### config.mk
export PLATFORM = sky130hd
export DESIGN_NAME = adc_alt_seq
export DESIGN_NICKNAME = d
export VERILOG_FILES = /design/src/rtl/adc_seq_pkg.sv /design/src/rtl/adc_scan_pick.sv /design/src/rtl/adc_seq_fsm.sv /design/src/rtl/adc_seq_track.sv /design/src/rtl/adc_result_store.sv /design/src/rtl/adc_alt_seq.sv
export SDC_FILE = /design/constraint.sdc
export NUM_CORES = 1
export LEC_CHECK = 0
export CAP_MARGIN = 20
export CORE_MARGIN = 1
export CORE_UTILIZATION = 50
export CTS_CLUSTER_SIZE = 40
export DETAILED_ROUTE_END_ITERATION = 7
export PLACE_DENSITY = 0.73
export REMOVE_ABC_BUFFERS = 1
export SYNTH_ARGS = -nofsm -noshare
export SYNTH_HDL_FRONTEND = slang
export SYNTH_SLANG_ARGS = --single-unit
### constraint.sdc
create_clock -name clk -period 6.9 [get_ports clk]
set_input_delay 1.38 -clock clk [delete_from_list [all_inputs] [get_ports clk]]
set_output_delay 1.38 -clock clk [all_outputs]
set_load 0.05 [all_outputs]
### src/rtl/adc_seq_pkg.sv
package adc_seq_pkg;
    typedef enum logic [2:0] {
        ST_OFF,
        ST_WAIT,
        ST_ACQ,
        ST_START,
        ST_CONV,
        ST_STORE
    } seq_state_e;
endpackage

### src/rtl/adc_scan_pick.sv
// Rotating priority search: lowest enabled channel at or above ptr, cyclic.
module adc_scan_pick #(
    parameter int NCH = 16,
    localparam int CH_W = $clog2(NCH)
) (
    input  logic [NCH-1:0]  mask,
    input  logic [CH_W-1:0] ptr,
    output logic [CH_W-1:0] ch
);
    logic [CH_W-1:0] cand;

    always_comb begin
        ch   = '0;
        cand = '0;
        for (int k = NCH - 1; k >= 0; k--) begin
            cand = ptr + CH_W'(k);
            if (mask[cand]) begin
                ch = cand;
            end
        end
    end
endmodule

### src/rtl/adc_seq_fsm.sv
module adc_seq_fsm
    import adc_seq_pkg::*;
#(
    parameter int TIME_W = 8,
    parameter int DATA_W = 10
) (
    input  logic              clk,
    input  logic              rst_n,
    input  logic              en,
    input  logic              auto_sample,
    input  logic              manual_conv,
    input  logic              samp_set,
    input  logic              samp_clr,
    input  logic [TIME_W-1:0] samp_time,
    input  logic              conv_done,
    input  logic [DATA_W-1:0] conv_data,
    output logic              sampling,
    output logic              conv_start,
    output logic              store_fire,
    output logic [DATA_W-1:0] result
);
    seq_state_e        state, nxt;
    logic [TIME_W-1:0] tcnt;
    logic              acq_end;

    assign acq_end = manual_conv ? samp_clr : (tcnt == samp_time);

    // state register
    always_ff @(posedge clk or negedge rst_n) begin
        if (!rst_n) state <= ST_OFF;
        else        state <= nxt;
    end

    // next-state logic
    always_comb begin
        nxt = state;
        if (!en) begin
            nxt = ST_OFF;
        end else begin
            unique case (state)
                ST_OFF:   nxt = auto_sample ? ST_ACQ : ST_WAIT;
                ST_WAIT:  nxt = samp_set ? ST_ACQ : ST_WAIT;
                ST_ACQ:   nxt = acq_end ? ST_START : ST_ACQ;
                ST_START: nxt = ST_CONV;
                ST_CONV:  nxt = conv_done ? ST_STORE : ST_CONV;
                ST_STORE: nxt = auto_sample ? ST_ACQ : ST_WAIT;
                default:  nxt = ST_OFF;
            endcase
        end
    end

    // acquisition timer, saturating
    always_ff @(posedge clk or negedge rst_n) begin
        if (!rst_n) begin
            tcnt <= '0;
        end else if (state == ST_ACQ && nxt == ST_ACQ) begin
            if (tcnt != {TIME_W{1'b1}}) tcnt <= tcnt + 1'b1;
        end else begin
            tcnt <= '0;
        end
    end

    // converter result capture
    always_ff @(posedge clk or negedge rst_n) begin
        if (!rst_n)                             result <= '0;
        else if (state == ST_CONV && conv_done) result <= conv_data;
    end

    // outputs
    always_comb begin
        sampling   = (state == ST_ACQ);
        conv_start = (state == ST_START);
        store_fire = (state == ST_STORE) && en;
    end

    assert_start_pulse_R8: assert property (@(posedge clk) disable iff (!rst_n)
        conv_start |=> !conv_start);
    assert_acq_then_start_R8: assert property (@(posedge clk) disable iff (!rst_n)
        (sampling && en && !manual_conv && tcnt == samp_time) |=> conv_start);
    assert_no_restart_R9: assert property (@(posedge clk) disable iff (!rst_n)
        (state == ST_STORE && en && !auto_sample) |=> (state == ST_WAIT && !sampling));
    assert_manual_hold_R10: assert property (@(posedge clk) disable iff (!rst_n)
        (sampling && en && manual_conv && !samp_clr) |=> sampling);
    assert_abort_R11: assert property (@(posedge clk) disable iff (!rst_n)
        !en |=> (state == ST_OFF && !sampling && !conv_start));
endmodule

### src/rtl/adc_seq_track.sv
module adc_seq_track #(
    parameter int NCH        = 16,
    parameter int HALF_WORDS = 8,
    parameter int MAX_N      = 16,
    localparam int CH_W   = $clog2(NCH),
    localparam int CNT_W  = $clog2(MAX_N),
    localparam int ADDR_W = $clog2(2 * HALF_WORDS)
) (
    input  logic              clk,
    input  logic              rst_n,
    input  logic              en,
    input  logic              alt_en,
    input  logic              scan_en,
    input  logic [CH_W-1:0]   a_pos,
    input  logic              a_neg,
    input  logic [CH_W-1:0]   b_pos,
    input  logic              b_neg,
    input  logic [NCH-1:0]    scan_mask,
    input  logic [CNT_W-1:0]  int_sel,
    input  logic              store_fire,
    output logic [CH_W-1:0]   ch_pos,
    output logic              ch_neg,
    output logic              wr_en,
    output logic [ADDR_W-1:0] wr_addr,
    output logic              irq,
    output logic              fill_half
);
    logic              phase;
    logic              use_b;
    logic [CH_W-1:0]   scan_ptr;
    logic [CH_W-1:0]   pick_ch;
    logic [CNT_W-1:0]  idx;
    logic [ADDR_W-1:0] half_base;

    adc_scan_pick #(.NCH(NCH)) u_pick (
        .mask (scan_mask),
        .ptr  (scan_ptr),
        .ch   (pick_ch)
    );

    always_comb begin
        use_b     = alt_en & phase;
        ch_pos    = use_b ? b_pos : (scan_en ? pick_ch : a_pos);
        ch_neg    = use_b ? b_neg : a_neg;
        half_base = fill_half ? ADDR_W'(HALF_WORDS) : '0;
        wr_addr   = half_base + ADDR_W'(idx);
        wr_en     = store_fire;
    end

    always_ff @(posedge clk or negedge rst_n) begin
        if (!rst_n) begin
            phase     <= 1'b0;
            scan_ptr  <= '0;
            idx       <= '0;
            fill_half <= 1'b0;
            irq       <= 1'b0;
        end else if (!en) begin
            phase     <= 1'b0;
            scan_ptr  <= '0;
            idx       <= '0;
            fill_half <= 1'b0;
            irq       <= 1'b0;
        end else begin
            irq <= 1'b0;
            if (store_fire) begin
                phase <= alt_en ? ~phase : 1'b0;
                if (!use_b && scan_en) scan_ptr <= pick_ch + 1'b1;
                if (idx == int_sel) begin
                    idx       <= '0;
                    fill_half <= ~fill_half;
                    irq       <= 1'b1;
                end else begin
                    idx <= idx + 1'b1;
                end
            end
        end
    end

    assert_alternate_R2: assert property (@(posedge clk) disable iff (!rst_n)
        (store_fire && alt_en) |=> (phase != $past(phase)));
    assert_pick_enabled_R4: assert property (@(posedge clk) disable iff (!rst_n)
        (scan_mask != '0) |-> scan_mask[pick_ch]);
    assert_scan_step_R4: assert property (@(posedge clk) disable iff (!rst_n)
        (store_fire && scan_en && !use_b) |=> (scan_ptr == CH_W'($past(pick_ch) + 1'b1)));
    assert_b_keeps_ptr_R5: assert property (@(posedge clk) disable iff (!rst_n)
        (store_fire && use_b) |=> $stable(scan_ptr));
    assert_irq_pulse_R7: assert property (@(posedge clk) disable iff (!rst_n)
        irq |=> !irq);
    assert_half_flip_R7: assert property (@(posedge clk) disable iff (!rst_n)
        irq |-> (fill_half != $past(fill_half)));
    assert_clear_R11: assert property (@(posedge clk) disable iff (!rst_n)
        !en |=> (idx == '0 && !fill_half && !phase && scan_ptr == '0 && !irq));
endmodule

### src/rtl/adc_result_store.sv
module adc_result_store #(
    parameter int DATA_W = 10,
    parameter int DEPTH  = 16,
    localparam int ADDR_W = $clog2(DEPTH)
) (
    input  logic              clk,
    input  logic              we,
    input  logic [ADDR_W-1:0] waddr,
    input  logic [DATA_W-1:0] wdata,
    input  logic [ADDR_W-1:0] raddr,
    output logic [DATA_W-1:0] rdata
);
    logic [DATA_W-1:0] mem [DEPTH];

    always_ff @(posedge clk) begin
        if (we) mem[waddr] <= wdata;
    end

    assign rdata = mem[raddr];
endmodule

### src/rtl/adc_alt_seq.sv
module adc_alt_seq #(
    parameter int NCH        = 16,
    parameter int HALF_WORDS = 8,
    parameter int MAX_N      = 16,
    parameter int TIME_W     = 8,
    parameter int DATA_W     = 10,
    localparam int CH_W   = $clog2(NCH),
    localparam int CNT_W  = $clog2(MAX_N),
    localparam int DEPTH  = 2 * HALF_WORDS,
    localparam int ADDR_W = $clog2(DEPTH)
) (
    input  logic              clk,
    input  logic              rst_n,
    input  logic              en,
    input  logic              alt_en,
    input  logic              scan_en,
    input  logic              auto_sample,
    input  logic              manual_conv,
    input  logic [CH_W-1:0]   a_pos,
    input  logic              a_neg,
    input  logic [CH_W-1:0]   b_pos,
    input  logic              b_neg,
    input  logic [NCH-1:0]    scan_mask,
    input  logic [CNT_W-1:0]  int_sel,
    input  logic [TIME_W-1:0] samp_time,
    input  logic              samp_set,
    input  logic              samp_clr,
    output logic              sampling,
    output logic [CH_W-1:0]   ch_pos,
    output logic              ch_neg,
    output logic              conv_start,
    input  logic              conv_done,
    input  logic [DATA_W-1:0] conv_data,
    output logic              irq,
    output logic              fill_half,
    input  logic [ADDR_W-1:0] rd_addr,
    output logic [DATA_W-1:0] rd_data
);
    logic              store_fire;
    logic              wr_en;
    logic [ADDR_W-1:0] wr_addr;
    logic [DATA_W-1:0] result;

    adc_seq_fsm #(.TIME_W(TIME_W), .DATA_W(DATA_W)) u_fsm (
        .clk         (clk),
        .rst_n       (rst_n),
        .en          (en),
        .auto_sample (auto_sample),
        .manual_conv (manual_conv),
        .samp_set    (samp_set),
        .samp_clr    (samp_clr),
        .samp_time   (samp_time),
        .conv_done   (conv_done),
        .conv_data   (conv_data),
        .sampling    (sampling),
        .conv_start  (conv_start),
        .store_fire  (store_fire),
        .result      (result)
    );

    adc_seq_track #(.NCH(NCH), .HALF_WORDS(HALF_WORDS), .MAX_N(MAX_N)) u_track (
        .clk        (clk),
        .rst_n      (rst_n),
        .en         (en),
        .alt_en     (alt_en),
        .scan_en    (scan_en),
        .a_pos      (a_pos),
        .a_neg      (a_neg),
        .b_pos      (b_pos),
        .b_neg      (b_neg),
        .scan_mask  (scan_mask),
        .int_sel    (int_sel),
        .store_fire (store_fire),
        .ch_pos     (ch_pos),
        .ch_neg     (ch_neg),
        .wr_en      (wr_en),
        .wr_addr    (wr_addr),
        .irq        (irq),
        .fill_half  (fill_half)
    );

    adc_result_store #(.DATA_W(DATA_W), .DEPTH(DEPTH)) u_store (
        .clk   (clk),
        .we    (wr_en),
        .waddr (wr_addr),
        .wdata (result),
        .raddr (rd_addr),
        .rdata (rd_data)
    );
endmodule

==> results of run 1 <==
[cell usage after synthesis, drive strengths merged (6+ instances only)]
| cell | n | area (µm²) |
|---|---|---|
| dfrtp | 32 | 801 |
| o21ai | 13 | 65.1 |
| nand2 | 48 | 180 |
| xor2 | 9 | 97.6 |
| nor2 | 51 | 191 |
| a211oi | 7 | 52.6 |
| xnor2 | 20 | 183 |
| nor3 | 10 | 50.1 |
| nor3b | 7 | 52.6 |
| edfxtp | 160 | 4800 |
| a21oi | 23 | 123 |
| ha | 13 | 163 |
| buf | 18 | 100 |
| a31oi | 6 | 37.5 |
| nand3 | 23 | 115 |
| mux4 | 83 | 1880 |
| mux2 | 36 | 405 |
| nand2b | 9 | 56.3 |
| mux2i | 34 | 340 |
| inv | 7 | 26.3 |
| clkbuf | 22 | 82.6 |
[per-layer routing]
metal	GRT usage, %	up-vias
li1	-	3028
met1	29.9	3480
met2	43.2	248
met3	4.13	43
met4	8.96	0
met5	0	-
[cell families (layout without fill, tap and decap cells)]
family | Yosys count | in the layout | synth area share [%]
buffers and inverters | 49 | 141 | 2.06
xor gates and xnor gates | 29 | 29 | 2.67
AOI/OAI and AO/OA | 100 | 100 | 7.01
adders and majority gates | 13 | 13 | 1.55
DFF | 192 | 192 | 53.5
and+or+nand+nor | 179 | 179 | 8.16
muxes | 153 | 153 | 25.1
[sequential cells by signal, summed over array words and instances, names as in the netlist]
name / cells
u_fsm.state: 3
u_track.fill_half: 1
u_fsm.result: 10
u_track.idx: 4
u_track.phase: 1
u_track.irq: 1
u_track.scan_ptr: 4
u_store.mem: 160
u_fsm.tcnt: 8
[power by group through the flow]
stage | clock (W) | sequential [W] | combinational [W]
finish | 0.000921 | 0.00149 | 0.000302
global route | 0.000973 | 0.00150 | 0.000322
detailed placement | 0 | 0.00151 | 0.000301
CTS | 0.000932 | 0.00149 | 0.000303
global placement | 0 | 0.00150 | 0.000296
floorplan | 0 | 0.00147 | 0.000178
[final timing paths]
kind / startpoint / end
setup reg to reg: u_track.scan_ptr[0] / u_track.scan_ptr[2]
hold reg to reg: u_fsm.tcnt[7] / u_fsm.tcnt[7]
max in group asynchronous: rst_n / u_track.scan_ptr[0]
setup / recovery: u_track.scan_ptr[0] / ch_pos[0]
hold / removal: u_fsm.tcnt[7] / u_fsm.tcnt[7]
min in group asynchronous: rst_n / u_track.irq
[critical path, stage by stage (launching register included)]
cell	delay, ns
dfrtp_2	0.40
inv_1	0.50
ha_1	0.83
mux4_2	0.52
mux2_2	0.36
mux2i_1	0.44
o21a_1	0.17
a21oi_1	0.06
a2111oi_1	0.39
o41a_1	0.31
mux2i_1	0.10
a21oi_1	0.27
buf_12	0.18
[final cells by class]
| cell class | count | area [µm²] |
|---|---|---|
| fill | 1520 | 8180 |
| clock inverter | 14 | 130 |
| clock buffer | 18 | 429 |
| timing repair buffer | 100 | 987 |
| inverter | 9 | 33.8 |
| multi-input combinational | 474 | 4660 |
| sequential | 192 | 5610 |
| tap | 270 | 338 |
[through the flow]
| step | cells | cell area, µm² | hold slack [ns] | util (%) | total power, W |
|---|---|---|---|---|---|
| 2_1_floorplan | 675 | 10300 | 0.510 | - | 0.00164 |
| 5_1_grt | 1077 | 12200 | 0.608 | 59.8 | 0.00279 |
| 3_3_place_gp | 1038 | 11600 | 0.542 | 56.8 | 0.00179 |
| 6_report | 1077 | 12200 | 0.587 | 59.8 | 0.00271 |
| 4_1_cts | 1076 | 12200 | 0.590 | 59.8 | 0.00272 |
| 3_5_place_dp | 1044 | 11600 | 0.582 | 57.0 | 0.00181 |
==> metrics.txt, run 1 <==
Ports=81; Hold Buf Count CTS=0; NetSw=0.000704 W; CP endpoint kind=primary output; met2 routed WL=13500 µm; setup TNS=0 ns; Async SR Flop Fraction=16.7%; Total Nets Final=869; first-pass GRT wire length=39100 µm; die area=21600 µm²; total gr overflow=0; Initial Utilization=51.5%; CP arrival=4.98 ns; GRT Total Usage=24.4%; CORE AREA=20400 µm²; diode count=0; PwrDens=222 nW/µm²; fin worst setup slack=0.539 ns; WS Path Type=reg2out; unrepaired setup endpoints after global routing=no; Cell Area, Synth=10500 µm²; worst slack at placement=0.667 ns; number of clock sinks=192; status=completed; Hold Fails Final Rpt=0; # rows=52; DRT antenna net count=0; Logic pwr share=11.1%; HP Class=reg2reg; leakage power=4.13 nW; final worst path period need=6.36 ns; wire per inst=23.5 µm; Die X-Extent=147 µm; skew final=0.00844 ns; library cells used by synthesis=73; top layer in use=met4; max_slew headroom=28.2%; Area growth syn-to-layout=16.2%; Pins Over Slew Limit=0; fraction of power spent switching nets=26.0%; Post-Route WL=25300 µm; commonest non-fill, non-tap cells in the layout=edfxtp_1, mux4_2, clkdlybuf4s50_1, nor2_1, nand2_1; CTS root buf=clkbuf_16; Mean Syn Cell Area=14.7 µm²; Internal=0.00201 W; Post-Synthesis Cells=715; EDFF count, synth=160; wire length on met3=1110 µm; Crit Path Max Fanout=20; Die Span Y=147 µm; number of buffers added on ports=80; via/cell ratio=6.31; HPWL Detailed=17600 µm; most common cell after layout, fill and taps aside=edfxtp_1; Hold Path Depth=1; Main synth FF type=edfxtp_1; f_max=0.157 GHz; CTS tree=built; DRC errors left=0; MaxCap Viol Count=0; # resized after CTS=0; Flop pwr share=54.9%; R2R depth=13; Ys Warns=0; DR pass1 iterations=4; VDD IR-drop max=0.000136 V; H-Tree Level Count=4; via count=6799; DR iter-0 viols=503; share of power burned in the clock network=34.0%; Setup Fix Bufs, Post-CTS=0; Worst Path Required=5.52 ns; Placer Congestion=0.942; vias in the first global route=6792; largest net degree at the start of global routing=49; layout cell share with drive strength beyond 1=22.9%; TritonCTS Buffers=17; post-synthesis sequential area ratio=53.5%; count of final setup violators=0; clock latency on the worst-skew pair=0.43 ns; DRT met1 WL=9890 µm; initial antenna violation count=0; Startpoint Class=flip-flop; Yosys reg bits=192; Clock Tree Buf Depth=2; Final Cycle Share=92.2%; CTS clk-pin slew, worst paths=0.07 ns; Least-Margin Pin Slew=1.07 ns; reg-to-reg slack, setup=2.21 ns
No activity file was read; power rests on OpenSTA's default activity.
==> inputs of run 2 (changes only) <==
Settings changed: RECOVER_POWER from default to 100.
==> run 2 against run 1 <==
The flow now finishes with violations (capacitance limit, slew limit). Maximum frequency decreased by 1.8%. Die area stayed put. First-iteration DRC count is 9.9% higher. Critical path depth unchanged. Worst hold slack better by 0.0062 ns. Non-clock buffer count unchanged. Sequential power hardly changed. Count of clock-buffer cells in the layout is the same. Final area decreased by 0.66%. Clock power hardly changed. Core utilization decreased by 0.39 points. Sequential share of layout area up 0.30 points.
==> metrics.txt, run 2 (same netlist as run 1, synthesis figures left out) <==
Crit Path Max Fanout=20; MaxCap Viol Count=1; Setup Fix Bufs, Post-CTS=0; DR iter-0 viols=553; initial antenna violation count=0; Top reg by flops=u_store.mem; failing checks=capacitance limit, slew limit; Total Nets Final=869; total power=0.00270 W; count of final setup violators=0; number of buffers added on ports=80; clock latency on the worst-skew pair=0.43 ns; HPWL Detailed=17600 µm; DRC errors left=0; HP Class=reg2reg; CP endpoint kind=primary output; die area=21600 µm²; TritonCTS Buffers=17; VDD IR-drop max=0.000135 V; diode count=0; Hold Fails Final Rpt=0; Die Span Y=147 µm; largest net degree at the start of global routing=49; CTS root buf=clkbuf_16; worst path cell trace=inv_1 -> ha_1 -> mux4_2 -> mux2_1 -> mux2i_1 -> o311ai_0 -> o21a_1 -> a2111o_1 -> a21oi_1 -> mux2i_1 -> a21oi_1 -> buf_12; DR pass1 iterations=5; Largest register FFs=160; Clock Tree Buf Depth=2; Final Cycle Share=93.9%; Startpoint Class=flip-flop; GRT Total Usage=24.4%; Post-Route WL=25300 µm; PwrDens=223 nW/µm²; Ports=81; Area growth syn-to-layout=15.5%; wire per inst=23.5 µm; Worst Path Required=5.52 ns; CORE AREA=20400 µm²; commonest non-fill, non-tap cells in the layout=edfxtp_1, mux4_2, clkdlybuf4s50_1, nor2_1, nand2_1; first-pass GRT wire length=39100 µm; CTS clk-pin slew, worst paths=0.07 ns; Initial Utilization=51.5%; H-Tree Level Count=4; Hold Buf Count CTS=0; most common cell after layout, fill and taps aside=edfxtp_1; WS Path Type=reg2out; Least-Margin Pin Slew=1.82 ns; top flop regs=u_store.mem x160, u_fsm.result x10, u_fsm.tcnt x8; crit path buf inv count=2; skew final=0.00832 ns; total gr overflow=0; status=finished with violations; f_max=0.154 GHz; slowest stage delay, CP=0.82 ns; setup TNS=0 ns; Placer Congestion=0.942; unrepaired setup endpoints after global routing=no; DRT antenna net count=0; # rows=52; Worst path slowest cell=ha_1; number of clock sinks=192; # resized after CTS=0; CP arrival=5.10 ns; CTS tree=built; max_slew headroom=-21.3%; largest delay contributor family on the critical path=multiplexers; vias in the first global route=6792; layout cell share with drive strength beyond 1=20.7%; via/cell ratio=6.34; Pins Over Slew Limit=33; via count=6829; final worst path period need=6.48 ns; Die X-Extent=147 µm; leakage power=4.08 nW
[run 2: cell types whose count changed in the layout (fill, tap and decap cells not counted), moves of 5 or more]
cell and change:
clkdlybuf4s50_1 -18, buf_4 -10, buf_6 -5, clkbuf_1 +15
dlygate4sd3_1 +18
[run 2: through the flow]
| step | std cells | cell area, µm² | worst slack (ns) | hold WS (ns) | utilization, % |
|---|---|---|---|---|---|
| final | 1077 | 12100 | 0.424 | 0.593 | 59.5 |
| after global placement | 1038 | 11600 | 0.656 | 0.542 | 56.8 |
| after CTS | 1076 | 12200 | 0.548 | 0.590 | 59.8 |
| after detailed placement | 1044 | 11600 | 0.667 | 0.582 | 57.0 |
| after floorplan | 675 | 10300 | 0.160 | 0.510 | - |
| after global routing | 1077 | 12100 | 0.157 | 0.608 | 59.5 |
[run 2: layer usage]
| layer | up-vias | track usage (%) | routed length, µm |
|---|---|---|---|
| met1 | 3492 | 29.9 | 9670 |
| met4 | 0 | 8.96 | 775 |
| met3 | 47 | 4.13 | 1300 |
| met2 | 268 | 43.2 | 13500 |
| met5 | - | 0 | 0 |
| li1 | 3022 | - | - |
[run 2: power breakdown]
group	switching (W)	leakage [nW]	total, W	internal, W
sequential	0.000105	1.89	0.00149	0.00138
combinational	0.000152	1.91	0.000297	0.000145
clock	0.000445	0.273	0.000921	0.000476
[run 2: path summary, 6_finish.rpt]
kind | from | end | cells after the start | slack, ns
max | u_track.scan_ptr[0] | ch_pos[1] | 12 | 0.42
min | u_fsm.tcnt[7] | u_fsm.tcnt[7] | 1 | 0.59
max reg2reg | u_track.scan_ptr[0] | u_track.scan_ptr[2] | 13 | 2.12
min reg2reg | u_fsm.tcnt[7] | u_fsm.tcnt[7] | 1 | 0.59
max in group asynchronous | rst_n | u_track.scan_ptr[0] | 2 | 3.74
min in group asynchronous | rst_n | u_track.irq | 2 | 1.98
[run 2: worst reg2reg max path, cell delays in order, from the launching register on]
cell	delay [ns]
dfrtp_2	0.40
inv_1	0.49
ha_1	0.82
mux4_2	0.51
mux2_1	0.39
mux2i_1	0.47
o311ai_0	0.22
o21a_1	0.17
a2111o_1	0.30
a21oi_1	0.32
ha_1	0.26
nor3_1	0.06
nand3b_1	0.16
a21oi_1	0.14
[run 2: final cells by class]
cell class,count,area (µm²)
Fill cell,1544,8260
Sequential cell,192,5610
Multi-Input combinational cell,474,4660
Timing Repair Buffer,100,912
Clock buffer,18,429
Tap cell,270,338
Clock inverter,14,130
Inverter,9,33.8
